===== src/rtl/dwt2_pkg.sv =====
package dwt2_pkg;

    typedef enum logic {
        BAND_HI = 1'b0,
        BAND_LO = 1'b1
    } band_e;

    // Slot owned by bank b (octave b+2): low b+1 counter bits equal 2**b.
    function automatic logic slot_hit(input logic [7:0] cnt, input int b);
        logic [7:0] mask;
        logic [7:0] want;
        mask = 8'((1 << (b + 1)) - 1);
        want = 8'(1 << b);
        return (cnt & mask) == want;
    endfunction

endpackage


===== src/rtl/dwt2_slot_ctrl.sv =====
module dwt2_slot_ctrl #(
    parameter int NB   = 2,
    parameter int CNTW = 2
) (
    input  logic          clk,
    input  logic          rst,
    output logic [NB-1:0] slot,
    output logic          idle
);
    import dwt2_pkg::*;

    logic [CNTW-1:0] cnt;

    always_ff @(posedge clk) begin
        if (rst) cnt <= '0;
        else     cnt <= cnt + CNTW'(1);
    end

    for (genvar b = 0; b < NB; b++) begin : g_slot
        assign slot[b] = slot_hit(8'(cnt), b);
    end

    assign idle = (cnt == '0);

    // exactly one slot kind active per cycle
    assert_one_slot_R2: assert property (@(posedge clk) disable iff (rst)
        $countones({idle, slot}) == 1);

endmodule


===== src/rtl/dwt2_octave_bank.sv =====
module dwt2_octave_bank #(
    parameter int W = 8,
    parameter int L = 4
) (
    input  logic                clk,
    input  logic                rst,
    input  logic                slot,
    input  logic                push_v,
    input  logic signed [W-1:0] push_d,
    output logic                fire,
    output logic                pair_done,
    output logic signed [W-1:0] nwin [L]
);
    logic                pend_v;
    logic signed [W-1:0] pend_d;
    logic signed [W-1:0] win [L];
    logic                phase;

    assign fire      = slot & pend_v;
    assign pair_done = fire & phase;

    always_comb begin
        nwin[0] = pend_d;
        for (int i = 1; i < L; i++) nwin[i] = win[i-1];
    end

    always_ff @(posedge clk) begin
        if (rst) begin
            pend_v <= 1'b0;
            pend_d <= '0;
            phase  <= 1'b0;
            for (int i = 0; i < L; i++) win[i] <= '0;
        end else begin
            if (fire) begin
                for (int i = 0; i < L; i++) win[i] <= nwin[i];
                phase <= ~phase;
            end
            if (push_v) begin
                pend_v <= 1'b1;
                pend_d <= push_d;
            end else if (fire) begin
                pend_v <= 1'b0;
            end
        end
    end

    // a new sample never lands on an unconsumed one
    assert_no_overflow_R1: assert property (@(posedge clk) disable iff (rst)
        (push_v && pend_v) |-> fire);

    // a slot without data leaves the pair phase untouched
    assert_hold_idle_R7: assert property (@(posedge clk) disable iff (rst)
        !fire |=> $stable(phase));

endmodule


===== src/rtl/dwt2_filter_pair.sv =====
module dwt2_filter_pair #(
    parameter int             W       = 8,
    parameter int             CW      = 8,
    parameter int             L       = 4,
    parameter int             OW      = 18,
    parameter logic [L*CW-1:0] LO_COEF = 32'hFF020704,
    parameter logic [L*CW-1:0] HI_COEF = 32'hFC07FEFF
) (
    input  logic signed [W-1:0]  win [L],
    output logic signed [OW-1:0] lo,
    output logic signed [OW-1:0] hi
);
    always_comb begin
        lo = '0;
        hi = '0;
        for (int i = 0; i < L; i++) begin
            lo = lo + OW'(win[i]) * OW'($signed(LO_COEF[i*CW +: CW]));
            hi = hi + OW'(win[i]) * OW'($signed(HI_COEF[i*CW +: CW]));
        end
    end
endmodule


===== src/rtl/dwt2_fold_stage.sv =====
module dwt2_fold_stage #(
    parameter int              J       = 3,
    parameter int              W       = 8,
    parameter int              CW      = 8,
    parameter int              L       = 4,
    parameter int              FRAC    = 3,
    parameter logic [L*CW-1:0] LO_COEF = 32'hFF020704,
    parameter logic [L*CW-1:0] HI_COEF = 32'hFC07FEFF,
    localparam int             OW      = W + CW + $clog2(L),
    localparam int             OTW     = $clog2(J + 1)
) (
    input  logic           clk,
    input  logic           rst,
    input  logic           in_valid,
    input  logic [W-1:0]   in_data,
    output logic           out_valid,
    output logic [OW-1:0]  out_data,
    output logic [OTW-1:0] out_octave,
    output logic           out_band
);
    import dwt2_pkg::*;

    localparam int NB   = J - 1;
    localparam int CNTW = J - 1;

    logic [NB-1:0]       slot, fire, pair_done, push_v;
    logic                idle;
    logic signed [W-1:0] push_d [NB];
    logic signed [W-1:0] nwin_all [NB][L];
    logic signed [W-1:0] sel_win [L];
    logic signed [OW-1:0] lo, hi, held_d;
    logic signed [W-1:0] feed;
    logic                held_v;
    logic [OTW-1:0]      done_oct;

    dwt2_slot_ctrl #(.NB(NB), .CNTW(CNTW)) u_ctrl (
        .clk(clk), .rst(rst), .slot(slot), .idle(idle)
    );

    assign feed = W'(lo >>> FRAC);

    for (genvar b = 0; b < NB; b++) begin : g_bank
        if (b == 0) begin : g_head
            assign push_v[b] = in_valid;
            assign push_d[b] = $signed(in_data);
        end else begin : g_fold
            assign push_v[b] = pair_done[b-1];
            assign push_d[b] = feed;
        end
        dwt2_octave_bank #(.W(W), .L(L)) u_bank (
            .clk(clk), .rst(rst), .slot(slot[b]),
            .push_v(push_v[b]), .push_d(push_d[b]),
            .fire(fire[b]), .pair_done(pair_done[b]),
            .nwin(nwin_all[b])
        );
    end

    always_comb begin
        for (int i = 0; i < L; i++) sel_win[i] = '0;
        done_oct = '0;
        for (int b = 0; b < NB; b++) begin
            if (fire[b]) sel_win = nwin_all[b];
            if (pair_done[b]) done_oct = OTW'(b + 2);
        end
    end

    dwt2_filter_pair #(
        .W(W), .CW(CW), .L(L), .OW(OW),
        .LO_COEF(LO_COEF), .HI_COEF(HI_COEF)
    ) u_filt (
        .win(sel_win), .lo(lo), .hi(hi)
    );

    always_ff @(posedge clk) begin
        if (rst) begin
            out_valid  <= 1'b0;
            out_data   <= '0;
            out_octave <= '0;
            out_band   <= BAND_HI;
            held_v     <= 1'b0;
            held_d     <= '0;
        end else begin
            out_valid <= 1'b0;
            if (|pair_done) begin
                out_valid  <= 1'b1;
                out_data   <= hi;
                out_octave <= done_oct;
                out_band   <= BAND_HI;
                if (pair_done[NB-1]) begin
                    held_v <= 1'b1;
                    held_d <= lo;
                end
            end else if (idle && held_v) begin
                out_valid  <= 1'b1;
                out_data   <= held_d;
                out_octave <= OTW'(J);
                out_band   <= BAND_LO;
                held_v     <= 1'b0;
            end
        end
    end

    // approximation words only from the last octave
    assert_low_last_R5: assert property (@(posedge clk) disable iff (rst)
        (out_valid && out_band) |-> (out_octave == OTW'(J)));

    // a detail word is always the product of a pair completed one clock earlier
    assert_hi_after_pair_R6: assert property (@(posedge clk) disable iff (rst)
        (out_valid && !out_band) |-> $past(|pair_done));

    // parked approximation drained before the next last-octave pair
    assert_held_free_R10: assert property (@(posedge clk) disable iff (rst)
        pair_done[NB-1] |-> !held_v);

endmodule


===== config.mk =====
export PLATFORM = sky130hd
export DESIGN_NAME = dwt2_fold_stage
export DESIGN_NICKNAME = d
export VERILOG_FILES = /design/src/rtl/dwt2_pkg.sv /design/src/rtl/dwt2_slot_ctrl.sv /design/src/rtl/dwt2_octave_bank.sv /design/src/rtl/dwt2_filter_pair.sv /design/src/rtl/dwt2_fold_stage.sv
export SDC_FILE = /design/constraint.sdc
export NUM_CORES = 1
export LEC_CHECK = 0
export CORE_ASPECT_RATIO = 1.5
export CORE_MARGIN = 5
export CORE_UTILIZATION = 30
export DETAILED_ROUTE_END_ITERATION = 8
export PLACE_DENSITY_LB_ADDON = 0.12
export SETUP_SLACK_MARGIN = 0.3
export SLEW_MARGIN = 25
export SYNTH_ARGS = -nofsm -noshare
export SYNTH_HDL_FRONTEND = slang
export SYNTH_SLANG_ARGS = --single-unit
export TNS_END_PERCENT = 30

===== constraint.sdc =====
create_clock -name clk -period 7.6 [get_ports clk]
set_input_delay 2.28 -clock clk [delete_from_list [all_inputs] [get_ports clk]]
set_output_delay 2.28 -clock clk [all_outputs]
set_load 0.01 [all_outputs]

### Word-level counts from Yosys, hierarchy flattened

Memory sizes are Yosys's and may differ from the RTL's.
Index checks and enable logic that the tools add are counted.
W data, S select, Z words.

* bits in registers: 63
* bits in latches: 0
* RAM bits: 64
* ROM bits: 0
* bits of input ports: 11
* output and inout port bits: 22
* logic and storage cells: 86
* memories kept: 2

Memories
* g_bank[0].u_bank.win: words 4, width 8, read ports 3, clocked after Yosys merged registers in 0, write ports 4, RTL line dwt2_octave_bank.sv:16 `logic signed [W-1:0] win [L];`
* g_bank[1].u_bank.win: words 4, width 8, read ports 3, clocked after Yosys merged registers in 0, write ports 4, RTL line dwt2_octave_bank.sv:16

* add/subtract/negate cells: 11
* $mul: 2
* divide/modulo/power cells: 0
* order comparisons: 0
* equality and inequality tests: 2
* shifts and indexed selects: 0
* muxes and demuxes: 33
* bitwise logic cells: 14
* reduce and logical (&&, ||, !) cells: 9

Operators by type and width (number)
* $add A18 B18 Y18: 4
* $mux W32: 2
* $mux W8: 8
* $mux W18: 2
* $neg A8 Y18: 2
* $mul A8 B4 Y12 const B: 2
* $add A18 B9 Y18: 1
* $mux W1: 17
* $neg A8 Y17: 1
* $neg A8 Y16: 1
* $add A10 B12 Y13: 1
* $mux W2: 4
* $or A1 B1 Y1: 8
* $reduce_bool A2 Y1: 3
* $and A1 B1 Y1: 4
* $reduce_and A2 Y1: 2
* $reduce_or A3 Y1: 1
* $add A2 B1 Y2 const B: 1
* $eq A2 B2 Y1 const B: 1
* $logic_not A2 Y1: 1
* $ne A2 B1 Y1 const B: 1
* $not A1 Y1: 2
* $reduce_or A2 Y1: 1
* $logic_and A1 B1 Y1: 1

### Longest topological paths before layout

* depth in word-level cells: 8
* depth in mapped cells: 32
* mapped depth without buffers: 29

### Hierarchy

A second synthesis with hierarchy kept.

* cell total of the unflattened synthesis: 924
* area, all modules: 9230.1 sq um

By module, submodules not included
* dwt2_filter_pair: instances 1, cells each 519, area an instance 4445.5 sq um, sequential area each 0.0 sq um
* dwt2_octave_bank: instances 2, cells each 88, area an instance 1323.8 sq um, sequential area each 920.9 sq um
* dwt2_fold_stage: instances 1, cells each 220, area an instance 2047.0 sq um, sequential area each 820.8 sq um
* dwt2_slot_ctrl: instances 1, cells each 9, area an instance 90.1 sq um, sequential area each 40.0 sq um

### Least setup slack after synthesis

OpenSTA, ideal clock, no wires.

* path type: register -> register
* from: reg u_ctrl.cnt[0]
* to: reg out_data[17]
* library setup time: 0.079 ns
* arrival time: 6.923 ns
* data required time: 7.521 ns
* slack: 0.597 ns
* stages on the path, launching flop included: 33
* path buffers: 4
* clock period less this slack: 7.003 ns
* cell sequence: dfxtp_1 > inv_1 > ha_1 > and2_1 > buf_6 > nor2_4 > clkbuf_1 > clkbuf_1 > buf_1 > a22o_1 > ha_1 > inv_1 > fa_1 > inv_1 > ha_1 > or2_2 > a311oi_1 > or3_1 > nand2_1 > nor2_1 > xnor2_1 > fa_1 > fa_1 > inv_1 > ha_1 > a21o_1 > a21oi_1 > o311ai_0 > a21oi_1 > a21oi_1 > a31oi_1 > xnor3_1 > a211oi_2

* cells in the longest elaborated chain, start to end: 8
* elaborated cells on any way between the ends: 19
* classes of those cells: 6 x add/sub; 1 x mul; 1 x eq/ne; 3 x mux; 4 x bitwise; 4 x reduce/logical

Ends and longest elaborated chain
* start: declaration: RTL line dwt2_slot_ctrl.sv:12 `logic [CNTW-1:0] cnt;`
* start signal: assignment: RTL line dwt2_slot_ctrl.sv:16 `else cnt <= cnt + CNTW'(1);`
* $eq A2 B2 Y1 or $and A1 B1 Y1 (tied branches): RTL line dwt2_pkg.sv:14, dwt2_octave_bank.sv:19
* $and A1 B1 Y1 or $mux W32 (tied branches): RTL line dwt2_octave_bank.sv:19, dwt2_fold_stage.sv:62
* $mux W32: RTL line dwt2_fold_stage.sv:62 `if (fire[b]) sel_win = nwin_all[b];`
* $neg A8 Y18 or $neg A8 Y17 (tied branches): RTL line dwt2_filter_pair.sv:18 `hi = hi + OW'(win[i]) * OW'($signed(HI_COEF[i*CW +: CW]));`
* $add A18 B18 Y18 (3 in series): RTL line dwt2_filter_pair.sv:18
* $mux W18: RTL line dwt2_fold_stage.sv:84 `if (|pair_done) begin`
* end signal: assignment: RTL line dwt2_fold_stage.sv:86 `out_data <= hi;`
* end signal: assignment: RTL line dwt2_fold_stage.sv:95 `out_data <= held_d;`
* end: declaration: RTL line dwt2_fold_stage.sv:17 `output logic [OW-1:0] out_data,`

Several ways; a longest one is shown, not always the timed one.
A chain may end at the register's enable or synchronous reset.

### Worst setup path in the final report

Ends and elaborated chain as after synthesis.

==> impl_metrics.py <==
metrics = {
    "worst_setup_path": {
        "crit_path_frequent_cell": "inv_1",
        "worstPathArrival_ns": 7.08,
        "worst_path_max_delay_cell": "fa_1",
        "rr_worst_depth": 30,
        "end_kind": "flop",
        "critPathKind": "reg2reg",
        "reg2reg_setup_slack_ns": 0.82,
        "cp_max_fo": 21,
        "critPathMaxStageDelay_ns": 0.54,
        "reg2reg_to": "out_data[17]$_SDFFE_PP0P_",
        "crit_required_ns": 7.90,
        "start_kind": "flop",
        "r2r_start": "u_ctrl.cnt[0]$_SDFF_PP0_",
    },
    "cts": {
        "cts_tree": "done",
        "insertion_delay_ns": 0.37,
        "cts_max_level": 3,
        "ctsHoldBuffers": 0,
        "numCtsBuffers": 9,
        "cts-root-buf": "clkbuf_16",
        "path_clk_slew_ns": 0.08,
        "clock-sinks": 111,
        "clk_path_buf_depth": 2,
    },
    "synthesis": {
        "synth.top_cells.by_area": "edfxtp_1 (16%), dfxtp_1 (14%), ha_1 (13%)",
        "synth-seq-cells": 111,
        "synth_nets": 1112,
        "synth.top_cell.area_share_pct": 16.2,
        "synth_top_area_cell": "edfxtp_1",
        "async_reset_ff_share_pct": 0,
        "synth_edf_count": 48,
        "avgSynthCellArea_um2": 9.27,
        "syn_inst": 957,
        "synth_area_um2": 8870,
        "ys_seq_area_share_pct": 30.5,
        "synth_cell_types": 58,
        "ys.flop_type": "dfxtp_1",
        "yosysWarnings": 0,
    },
    "floorplan": {
        "pin_count": 33,
        "die_area_um2": 33200,
        "start_util_pct": 30.2,
        "core_um2": 29400,
        "die_h_um": 221,
        "die_width_um": 150,
        "rows": 77,
    },
    "route": {
        "drt_iter0_drc": 190,
        "drtAntennaViolNets": 0,
        "wire_per_inst_um": 18.2,
        "wl_mm": 25.5,
        "via_per_inst": 4.81,
        "post-route-drc-count": 0,
        "route.vias.total": 6731,
        "drt_pre_antenna_iters": 4,
    },
    "global_routing": {
        "overflow": 0,
        "grt_pass1_wl_mm": 40.1,
        "grt_usage_pct": 16.2,
        "grt_max_degree": 40,
        "grt_pass1_vias": 7223,
        "antenna_found_initial": 0,
    },
    "hold_path": {
        "worstHoldPathCells": 2,
        "hold_class": "reg2reg",
        "hold_end": "held_d[5]$_SDFFE_PP0P_",
        "holdCritStartpoint": "held_d[5]$_SDFFE_PP0P_",
    },
    "pwr": {
        "finalPower_mw": 1.84,
        "cellPowerDensity_nw_per_um2": 181,
        "irDropWorstVdd_mv": 0.162,
        "cellLeakagePower_nw": 4.60,
    },
    "timing": {
        "worstMarginPinSlew_ns": 0.833,
        "period_share_pct": 89.2,
        "grt_setup_unrepaired": "true",
        "setup_viol": 0,
        "setup_ws_ns": 0.821,
        "period_needed_ns": 6.78,
        "slew_headroom_pct": 44.5,
        "whs_ns": 0.459,
        "finalClockSkew_ns": 0.0123,
        "hold_violations": 0,
        "finalSetupTns_ns": 0,
        "fmax_ghz": 0.148,
        "maxSlewViolCount": 0,
    },
    "cells_and_area": {
        "nNetsFinal": 1155,
        "drive_gt1_share_pct": 7.06,
        "antenna_cells": 0,
        "fillCellCount": 3087,
        "syn2layout_area_growth_pct": 14.3,
        "finalInstanceArea_um2": 10100,
    },
    "status": {
        "status": "completed",
    },
    "flow_run": {
        "cap_violations": 0,
    },
    "placed_design": {
        "gp_congestion": 0.865,
        "placed_area_um2": 9800,
        "pre_cts_slack_ns": 0.343,
        "dpl.hpwl_mm": 21.0,
        "io_buffers": 32,
    },
}
## worst max-delay path: cells and delay by family, from the launching register on
family	cells	cell delay (ns)
adder cells (fa/ha/maj)	7	2.74
AO/OA/AOI/OAI	11	2.06
AND/OR/NAND/NOR	4	0.60
buffers and inverters	6	0.53
XOR/XNOR	2	0.43
flip-flops	1	0.35
## what timing repair did
action,CTS,global route
resized for setup,0,9
buffers inserted,0,5
endpoints found under the setup margin,0,11
hold endpoints to repair,0,0
## synthesized netlist by cell type, drive strengths merged, types with 2 or more instances
master and count:
inv 139, ha 90, nand2 84, dfxtp 63
nor2 63, fa 54, a21oi 49, edfxtp 48
xnor2 45, and3 33, and2 30, clkbuf 28
a22oi 24, xor2 21, o21ai 18, a211oi 16
a311oi 15, nand3 14, mux2i 13, a21o 12
a22o 10, o21a 9, nor3 8, a31oi 7
buf 7, nor2b 7, a2111oi 5, nand4 5
or3 5, nand2b 4, a21boi 3, nor4 3
o211a 3, o31ai 3, a211o 2, nand3b 2
o211ai 2, or2 2
## layer usage
| metal | GRT usage [%] | vias to the layer above | share of wire (%) |
|---|---|---|---|
| li1 | - | 3335 | - |
| met1 | 16.9 | 3289 | 38 |
| met2 | 31.5 | 69 | 56 |
| met3 | 2.38 | 38 | 1.9 |
| met4 | 7.05 | 0 | 4.0 |
| met5 | 0 | - | 0 |
## kinds of logic after synthesis
logic type / count (synthesis) / synth area share [%]
compound gates: 185 / 14.7
xor+xnor: 67 / 6.77
fa+ha+maj: 144 / 24.9
buf+inv: 174 / 7.46
flops: 111 / 30.5
mux: 13 / 1.47
simple gates: 263 / 14.3
## per-stage QoR
step / instances / util [%]
final: 1400 / 34.5
after global routing: 1400 / 34.5
after CTS: 1395 / 34.3
after detailed placement: 1379 / 33.4
after global placement: 1378 / 33.3
after floorplan: 957 / -
## flip-flops by register name, summed over array words and instances, names as in the netlist
signal,count
u_ctrl.cnt,2
held_v,1
g_bank.u_bank.pend_v,2
held_d,18
out_valid,1
out_band,1
g_bank.u_bank.pend_d,16
g_bank.u_bank.phase,2
out_octave,2
g_bank.u_bank.win,48
out_data,18
## report_power, final
part / internal, mW / switching, mW / total (mW)
Clock: 0.235 / 0.230 / 0.465
Combinational: 0.297 / 0.425 / 0.722
Sequential: 0.639 / 0.0124 / 0.651
Total: 1.17 / 0.667 / 1.84
## worst max-delay path by stage
| stage | start | endpoint | slack, ns | cells past startpoint |
|---|---|---|---|---|
| global placement | u_ctrl.cnt[0]$_SDFF_PP0_ | out_data[16]$_SDFFE_PP0P_ | 0.45 | 29 |
| global route | u_ctrl.cnt[0]$_SDFF_PP0_ | held_d[13]$_SDFFE_PP0P_ | 0.27 | 28 |
| CTS | u_ctrl.cnt[0]$_SDFF_PP0_ | out_data[17]$_SDFFE_PP0P_ | 0.32 | 30 |
| detailed placement | u_ctrl.cnt[0]$_SDFF_PP0_ | out_data[17]$_SDFFE_PP0P_ | 0.34 | 30 |
| floorplan | u_ctrl.cnt[0]$_SDFF_PP0_ | out_data[17]$_SDFFE_PP0P_ | 0.60 | 32 |
| finish | u_ctrl.cnt[0]$_SDFF_PP0_ | out_data[17]$_SDFFE_PP0P_ | 0.82 | 30 |
## final cells by class
type / count / area [µm²] / share of cell area, %
Tap cell: 395 / 494 / 4.87
Multi-Input combinational cell: 672 / 5540 / 54.6
Clock inverter: 5 / 41.3 / 0.407
Clock buffer: 11 / 243 / 2.39
Inverter: 139 / 522 / 5.14
Sequential cell: 111 / 2700 / 26.6
Timing Repair Buffer: 67 / 603 / 5.95
## cells in the final DEF (no fill, tap or decap), drive strengths merged, types with 5 or more instances in the layout
cell / n
inv: 141
ha: 90
nand2: 84
dfxtp: 63
nor2: 63
fa: 54
a21oi: 49
edfxtp: 48
xnor2: 45
buf: 36
and3: 33
clkdlybuf4s50: 31
and2: 30
a22oi: 24
xor2: 21
o21ai: 18
a211oi: 16
a311oi: 15
nand3: 14
mux2i: 13
a21o: 12
clkbuf: 11
a22o: 10
o21a: 9
nor3: 8
nor2b: 7
a31oi: 7
nand4: 5
or3: 5
a2111oi: 5
No activity file was read; power rests on OpenSTA's default activity.
